==> config.mk <==
export PLATFORM = sky130hd
export DESIGN_NAME = wdt_timer
export DESIGN_NICKNAME = d
export VERILOG_FILES = /design/src/rtl/wdt_pkg.sv /design/src/rtl/wdt_datapath.sv /design/src/rtl/wdt_ctrl.sv /design/src/rtl/wdt_timer.sv
export SDC_FILE = /design/constraint.sdc
export NUM_CORES = 1
export LEC_CHECK = 0
export BUFFER_PORTS_ARGS = -buffer_cell sky130_fd_sc_hd__clkbuf_2
export CORE_ASPECT_RATIO = 1.2
export CORE_MARGIN = 4
export CORE_UTILIZATION = 44
export DETAILED_ROUTE_END_ITERATION = 8
export MAX_ROUTING_LAYER = met4
export PLACE_DENSITY = 0.8
export RECOVER_POWER = 100
export REMOVE_ABC_BUFFERS = 1
export SLEW_MARGIN = 20
export SYNTH_ARGS = -nofsm -noshare
export SYNTH_HDL_FRONTEND = slang
export SYNTH_SLANG_ARGS = --single-unit
==> constraint.sdc <==
create_clock -name clk -period 1.9 [get_ports clk]
set_input_delay 0.095 -clock clk [delete_from_list [all_inputs] [get_ports clk]]
set_output_delay 0.095 -clock clk [all_outputs]
set_load 0.005 [all_outputs]
==> src/rtl/wdt_pkg.sv <==
package wdt_pkg;
  parameter int DATA_W = 8;
  parameter int KEY_W = 8;
  parameter int SEL_W = 3;
  localparam int PRE_W = 1 << SEL_W;
  localparam int BUS_W = KEY_W + DATA_W;
  localparam logic [KEY_W-1:0] KEY_CTRL = 8'hA5;
  localparam logic [KEY_W-1:0] KEY_CNT = 8'h5A;

  // control/status bit positions
  localparam int FLAG_BIT = 7;
  localparam int MODE_BIT = 6;
  localparam int EN_BIT = 5;
  localparam int RSV_BIT = 4;
  localparam int SEL_BIT = 3;

  typedef struct packed {
    logic run;
    logic load;
    logic [DATA_W-1:0] loadVal;
    logic [SEL_W-1:0] clkSel;
  } dpStrobes_t;
endpackage

==> src/rtl/wdt_datapath.sv <==
module wdt_datapath
  import wdt_pkg::*;
(
  input  logic clk,
  input  logic rstN,
  input  dpStrobes_t strb,
  output logic [DATA_W-1:0] count,
  output logic ovfPulse
);
  logic [PRE_W-1:0] pre;
  logic [PRE_W-1:0] tickVec;
  logic tick;

  // one tick candidate per divide ratio: low g+1 bits of the prescaler all ones
  genvar g;
  generate
    for (g = 0; g < PRE_W; g++) begin : gTick
      assign tickVec[g] = &pre[g:0];
    end
  endgenerate

  assign tick = tickVec[strb.clkSel];

  always_ff @(posedge clk) begin
    if (!rstN) pre <= '0;
    else if (!strb.run) pre <= '0;
    else pre <= pre + 1'b1;
  end

  always_ff @(posedge clk) begin
    if (!rstN) count <= '0;
    else if (!strb.run) count <= '0;
    else if (strb.load) count <= strb.loadVal;
    else if (tick) count <= count + 1'b1;
  end

  assign ovfPulse = strb.run && !strb.load && tick && (count == {DATA_W{1'b1}});


  run_off_zero_chk: assert property (@(posedge clk) disable iff (!rstN)
    !strb.run |=> count == '0);


  tick_step_chk: assert property (@(posedge clk) disable iff (!rstN)
    (strb.run && !strb.load && tick) |=> count == DATA_W'($past(count) + 1'b1));
endmodule

==> src/rtl/wdt_ctrl.sv <==
module wdt_ctrl
  import wdt_pkg::*;
(
  input  logic clk,
  input  logic rstN,
  input  logic standby,
  input  logic regAddr,
  input  logic regRd,
  input  logic regWr,
  input  logic [BUS_W-1:0] regWrData,
  input  logic [DATA_W-1:0] count,
  input  logic ovfPulse,
  output dpStrobes_t strb,
  output logic [DATA_W-1:0] regRdData,
  output logic intervalIrq,
  output logic resetReq,
  output logic nmiReq
);
  logic flag, mode, enable, reqSel, armed;
  logic [SEL_W-1:0] clkSel;
  logic [KEY_W-1:0] wKey;
  logic [DATA_W-1:0] wByte;
  logic ctrlWr, cntWr, ctrlRd;

  assign wKey = regWrData[BUS_W-1:DATA_W];
  assign wByte = regWrData[DATA_W-1:0];
  assign ctrlWr = regWr && !regAddr && (wKey == KEY_CTRL);
  assign cntWr = regWr && regAddr && (wKey == KEY_CNT);
  assign ctrlRd = regRd && !regAddr;

  always_ff @(posedge clk) begin
    if (!rstN) begin
      flag <= 1'b0;
      mode <= 1'b0;
      enable <= 1'b0;
      reqSel <= 1'b0;
      armed <= 1'b0;
      clkSel <= '0;
    end else begin
      if (ctrlWr) clkSel <= wByte[SEL_W-1:0];
      if (standby) begin
        flag <= 1'b0;
        mode <= 1'b0;
        enable <= 1'b0;
        reqSel <= 1'b0;
        armed <= 1'b0;
      end else begin
        if (ctrlWr) begin
          mode <= wByte[MODE_BIT];
          enable <= wByte[EN_BIT];
          reqSel <= wByte[SEL_BIT];
        end
        if (ovfPulse) begin
          flag <= 1'b1;
          armed <= 1'b0;
        end else if (ctrlWr && !wByte[FLAG_BIT] && armed) begin
          flag <= 1'b0;
          armed <= 1'b0;
        end else if (ctrlRd && flag) begin
          armed <= 1'b1;
        end
      end
    end
  end

  always_ff @(posedge clk) begin
    if (!rstN || standby) begin
      resetReq <= 1'b0;
      nmiReq <= 1'b0;
    end else begin
      resetReq <= ovfPulse && mode && !reqSel;
      nmiReq <= ovfPulse && mode && reqSel;
    end
  end

  assign intervalIrq = flag && !mode;

  always_comb begin
    strb.run = enable && !standby;
    strb.load = cntWr;
    strb.loadVal = wByte;
    strb.clkSel = clkSel;
  end

  always_comb begin
    if (regAddr) regRdData = count;
    else regRdData = {flag, mode, enable, 1'b1, reqSel, clkSel};
  end


  flag_set_chk: assert property (@(posedge clk) disable iff (!rstN)
    ovfPulse |=> flag);


  flag_clear_src_chk: assert property (@(posedge clk) disable iff (!rstN)
    ($fell(flag) && !$past(standby)) |-> $past(ctrlWr && !wByte[FLAG_BIT]));


  reset_pulse_chk: assert property (@(posedge clk) disable iff (!rstN)
    resetReq |=> !resetReq);


  nmi_pulse_chk: assert property (@(posedge clk) disable iff (!rstN)
    nmiReq |=> !nmiReq);


  req_excl_chk: assert property (@(posedge clk) disable iff (!rstN)
    !(resetReq && nmiReq));


  standby_clr_chk: assert property (@(posedge clk) disable iff (!rstN)
    standby |=> (!enable && !flag && !mode && !reqSel));
endmodule

==> src/rtl/wdt_timer.sv <==
module wdt_timer
  import wdt_pkg::*;
(
  input  logic clk,
  input  logic rstN,
  input  logic standby,
  input  logic regAddr,
  input  logic regRd,
  input  logic regWr,
  input  logic [BUS_W-1:0] regWrData,
  output logic [DATA_W-1:0] regRdData,
  output logic intervalIrq,
  output logic resetReq,
  output logic nmiReq
);
  dpStrobes_t strb;
  logic [DATA_W-1:0] count;
  logic ovfPulse;

  wdt_ctrl u_ctrl (
    .clk(clk),
    .rstN(rstN),
    .standby(standby),
    .regAddr(regAddr),
    .regRd(regRd),
    .regWr(regWr),
    .regWrData(regWrData),
    .count(count),
    .ovfPulse(ovfPulse),
    .strb(strb),
    .regRdData(regRdData),
    .intervalIrq(intervalIrq),
    .resetReq(resetReq),
    .nmiReq(nmiReq)
  );

  wdt_datapath u_dp (
    .clk(clk),
    .rstN(rstN),
    .strb(strb),
    .count(count),
    .ovfPulse(ovfPulse)
  );
endmodule

==> flow_metrics.py <==
metrics = {
    "outcome": {
        "outcome": "finished clean",
    },
    "clock_tree": {
        "clock_latency_ns": 0.32,
        "clk_pin_slew_worst_paths_ns": 0.14,
        "cts-hold-fix-buffers": 0,
        "cts_tree": "built",
        "clockRootBuffer": "clkbuf_4",
        "cts_buffer_depth": 2,
        "cts_sinks": 26,
        "cts_max_level": 1,
        "postCtsSetupBuffers": 0,
        "numCtsBuffers": 3,
    },
    "sta": {
        "max_freq_mhz": 537,
        "min_period_ns": 1.86,
        "finClkSkew_ns": 0.00168,
        "period_share_pct": 98.1,
        "finalHoldViolations": 0,
        "tightest_slew_ns": 0.352,
        "rsz0062_at_grt": "yes",
        "maxSlewHeadroom_pct": 76.2,
        "setup_viol": 0,
        "slew_violations": 0,
    },
    "synth": {
        "synthDominantCellAreaShare_pct": 37.7,
        "ys.flop_type": "dfxtp_1",
        "yosys_warnings": 0,
        "ys_seq_area_share_pct": 37.7,
        "async_flop_share_pct": 0,
        "synth_area_sq_um": 1380,
        "synth_edf_count": 0,
        "synth_seq_cells": 26,
        "syn_avg_cell_area_sq_um": 9.01,
        "syn_inst": 153,
        "yosysTopAreaCell": "dfxtp_1",
        "ys_types": 33,
        "synth.area.top_cells": "dfxtp_1, mux2_2, mux2i_1, xnor2_1, a21oi_1",
    },
    "critical_path": {
        "required_ns": 2.13,
        "r2r_slack_ns": 0.04,
        "crit_path_end_kind": "flip-flop",
        "cp.depth": 10,
        "path_cells": "ha_4 > nand3_4 > inv_2 > ha_4 > nor2b_4 > o21a_1 > o21ai_4 > a21oi_1 > xnor2_1 > a21oi_1",
        "worst-setup-path-type": "reg2reg",
        "path_buf_inv": 1,
        "crit_start": "u_dp.pre[1]$_SDFF_PN0_",
        "r2r_start": "u_dp.pre[1]$_SDFF_PN0_",
        "arrival_ns": 2.09,
        "startpoint_type": "flip-flop",
        "worstPathMaxFanout": 7,
        "critPathTopFamily": "compound AO/OA/AOI/OAI gates",
        "crit_end": "u_dp.count[3]$_SDFFE_PN0P_",
        "cpMaxStageDelayCell": "dfxtp_2",
        "r2r_end": "u_dp.count[3]$_SDFFE_PN0P_",
        "crit_path_max_incr_delay_ns": 0.36,
        "reg2regPathDepth": 10,
    },
    "run": {
        "drv_cap": 0,
    },
    "floorplan": {
        "start_util_pct": 45.5,
        "die_w_microns": 59.1,
        "io_pins": 33,
        "core-area_sq_um": 3030,
        "die_area_sq_um": 4100,
        "fp-row-count": 22,
        "die_y_microns": 69.3,
    },
    "hold_path": {
        "worst_hold_path_type": "in2reg",
    },
    "finish": {
        "antennaDiodeCount": 0,
        "area_growth_pct": 27.2,
        "n_fill_cell": 288,
        "fin_nets": 220,
        "multiInputGateArea_sq_um": 913,
        "fin_util_pct": 57.9,
        "seqCellArea_sq_um": 523,
        "drive_gt1_share_pct": 34.7,
    },
    "power": {
        "p_total_uw": 973,
        "p_leak_nw": 0.714,
        "ir_drop_mv": 0.410,
        "power_density_nw_per_um2": 555,
    },
    "global_route": {
        "grt_max_degree": 16,
        "grt_overflow_total": 0,
        "grt.total_usage_pct": 16.5,
        "grt_pass1_wl_mm": 5.26,
        "antenna_found_initial": 0,
        "grt_pass1_vias": 1216,
    },
    "routing": {
        "drtIter0Drc": 32,
        "routedWlPerCell_microns": 14.5,
        "via_count": 1244,
        "drtAntennaViolNets": 0,
        "remaining_drc_errors": 0,
        "firstDrtPassIters": 4,
        "postRouteWirelength_mm": 3.31,
        "via_per_inst": 5.43,
    },
    "placement": {
        "numPortBuffers": 32,
        "gp_congestion": 0.825,
        "place_hpwl_mm": 2.47,
    },
}
cell type report:
cell class	instances	share of cell area [%]
timing repair buffer	39	12.1
clock buffer	3	1.28
sequential	26	29.8
inverter	2	0.428
tap	36	2.57
clock inverter	1	1.71
multi-input combinational	122	52.1
synth_stat cells, drive strengths merged (3+ instances only):
cell type,n
nand4b,3
a211oi,3
and3,5
dfxtp,26
ha,4
nand2b,3
nor3,5
mux2i,7
xnor2,7
o21ai,14
nand3,8
clkbuf,3
a21oi,12
mux2,7
nor4bb,3
nand2,14
nor2b,7
nor2,7
registers in the layout, summed over array words and instances, names as in the netlist:
name	cells
u_ctrl.resetReq	1
u_ctrl.flag	1
u_ctrl.armed	1
u_ctrl.enable	1
u_ctrl.clkSel	3
u_ctrl.reqSel	1
u_ctrl.nmiReq	1
u_ctrl.mode	1
u_dp.pre	8
u_dp.count	8
worst min path at each step:
stage          cells after the start    startpoint  slack, ns                       endpoint
5_1_grt                            3  regWrData[6]       0.02       u_ctrl.mode$_SDFFE_PP0N_
2_1_floorplan                      1          rstN       0.22  u_ctrl.clkSel[0]$_SDFFE_PN0N_
6_report                           3  regWrData[6]       0.01       u_ctrl.mode$_SDFFE_PP0N_
4_1_cts                            3  regWrData[6]       0.02       u_ctrl.mode$_SDFFE_PP0N_
3_3_place_gp                       3  regWrData[6]       0.35       u_ctrl.mode$_SDFFE_PP0N_
3_5_place_dp                       3  regWrData[6]       0.36       u_ctrl.mode$_SDFFE_PP0N_
repair_timing:
item,in CTS,in global routing
setup endpoints to repair,12,9
pin swaps,1,5
resized for setup,5,12
tightest hold or removal path, cell delays in order:
cell      delay [ns]
clkbuf_2        0.09
mux2i_1         0.05
nor2_1          0.07
cells by family (layout without fill, tap and decap cells):
logic type / after synthesis / count (layout) / synth area share [%]
buf+inv: 5 / 45 / 1.36
flops: 26 / 26 / 37.7
xor+xnor: 8 / 8 / 5.08
mux: 14 / 14 / 10.8
fa+ha+maj: 4 / 4 / 3.63
simple gates: 62 / 62 / 26.1
compound gates: 34 / 34 / 15.2
per-stage QoR:
step / setup WS, ns / instance area, sq um / hold slack [ns] / setup TNS [ns] / std cells
2_1_floorplan: 0.0132 / 1370 / 0.223 / 0 / 150
3_3_place_gp: -0.0162 / 1630 / 0.350 / -0.0170 / 225
3_5_place_dp: -0.0668 / 1630 / 0.359 / -0.225 / 225
5_1_grt: -0.0607 / 1750 / 0.0216 / -0.233 / 229
6_report: 0.0370 / 1750 / 0.0121 / 0 / 229
4_1_cts: -0.0172 / 1700 / 0.0176 / -0.0415 / 229
routing by layer:
metal  GRT usage, %  share of wire, %
met2           28.0                53
met4           5.54               1.4
met1           19.1                42
met3           3.17               3.8
met5              -                 0
placed cells by master, fill, tap and decap left out, types with 3 or more instances in the layout:
cell,netlist,routed
dfxtp_1,26,24
xnor2_1,7,7
and3_1,5,5
nor3_1,5,4
a21oi_1,12,12
buf_4,0,7
clkbuf_2,0,32
nand4b_1,3,3
mux2_2,7,7
mux2i_1,7,7
nand2_1,14,12
clkbuf_4,0,3
nor2b_1,7,6
nand2b_1,3,3
nand3_1,7,7
nor4bb_1,3,3
o21ai_0,12,12
nor2_1,7,7
where the power goes:
group / internal, mW / switching (mW)
logic: 0.0263 / 0.0217
clock network: 0.213 / 0.166
registers: 0.545 / 0.000113
No activity file was read; power rests on OpenSTA's default activity.
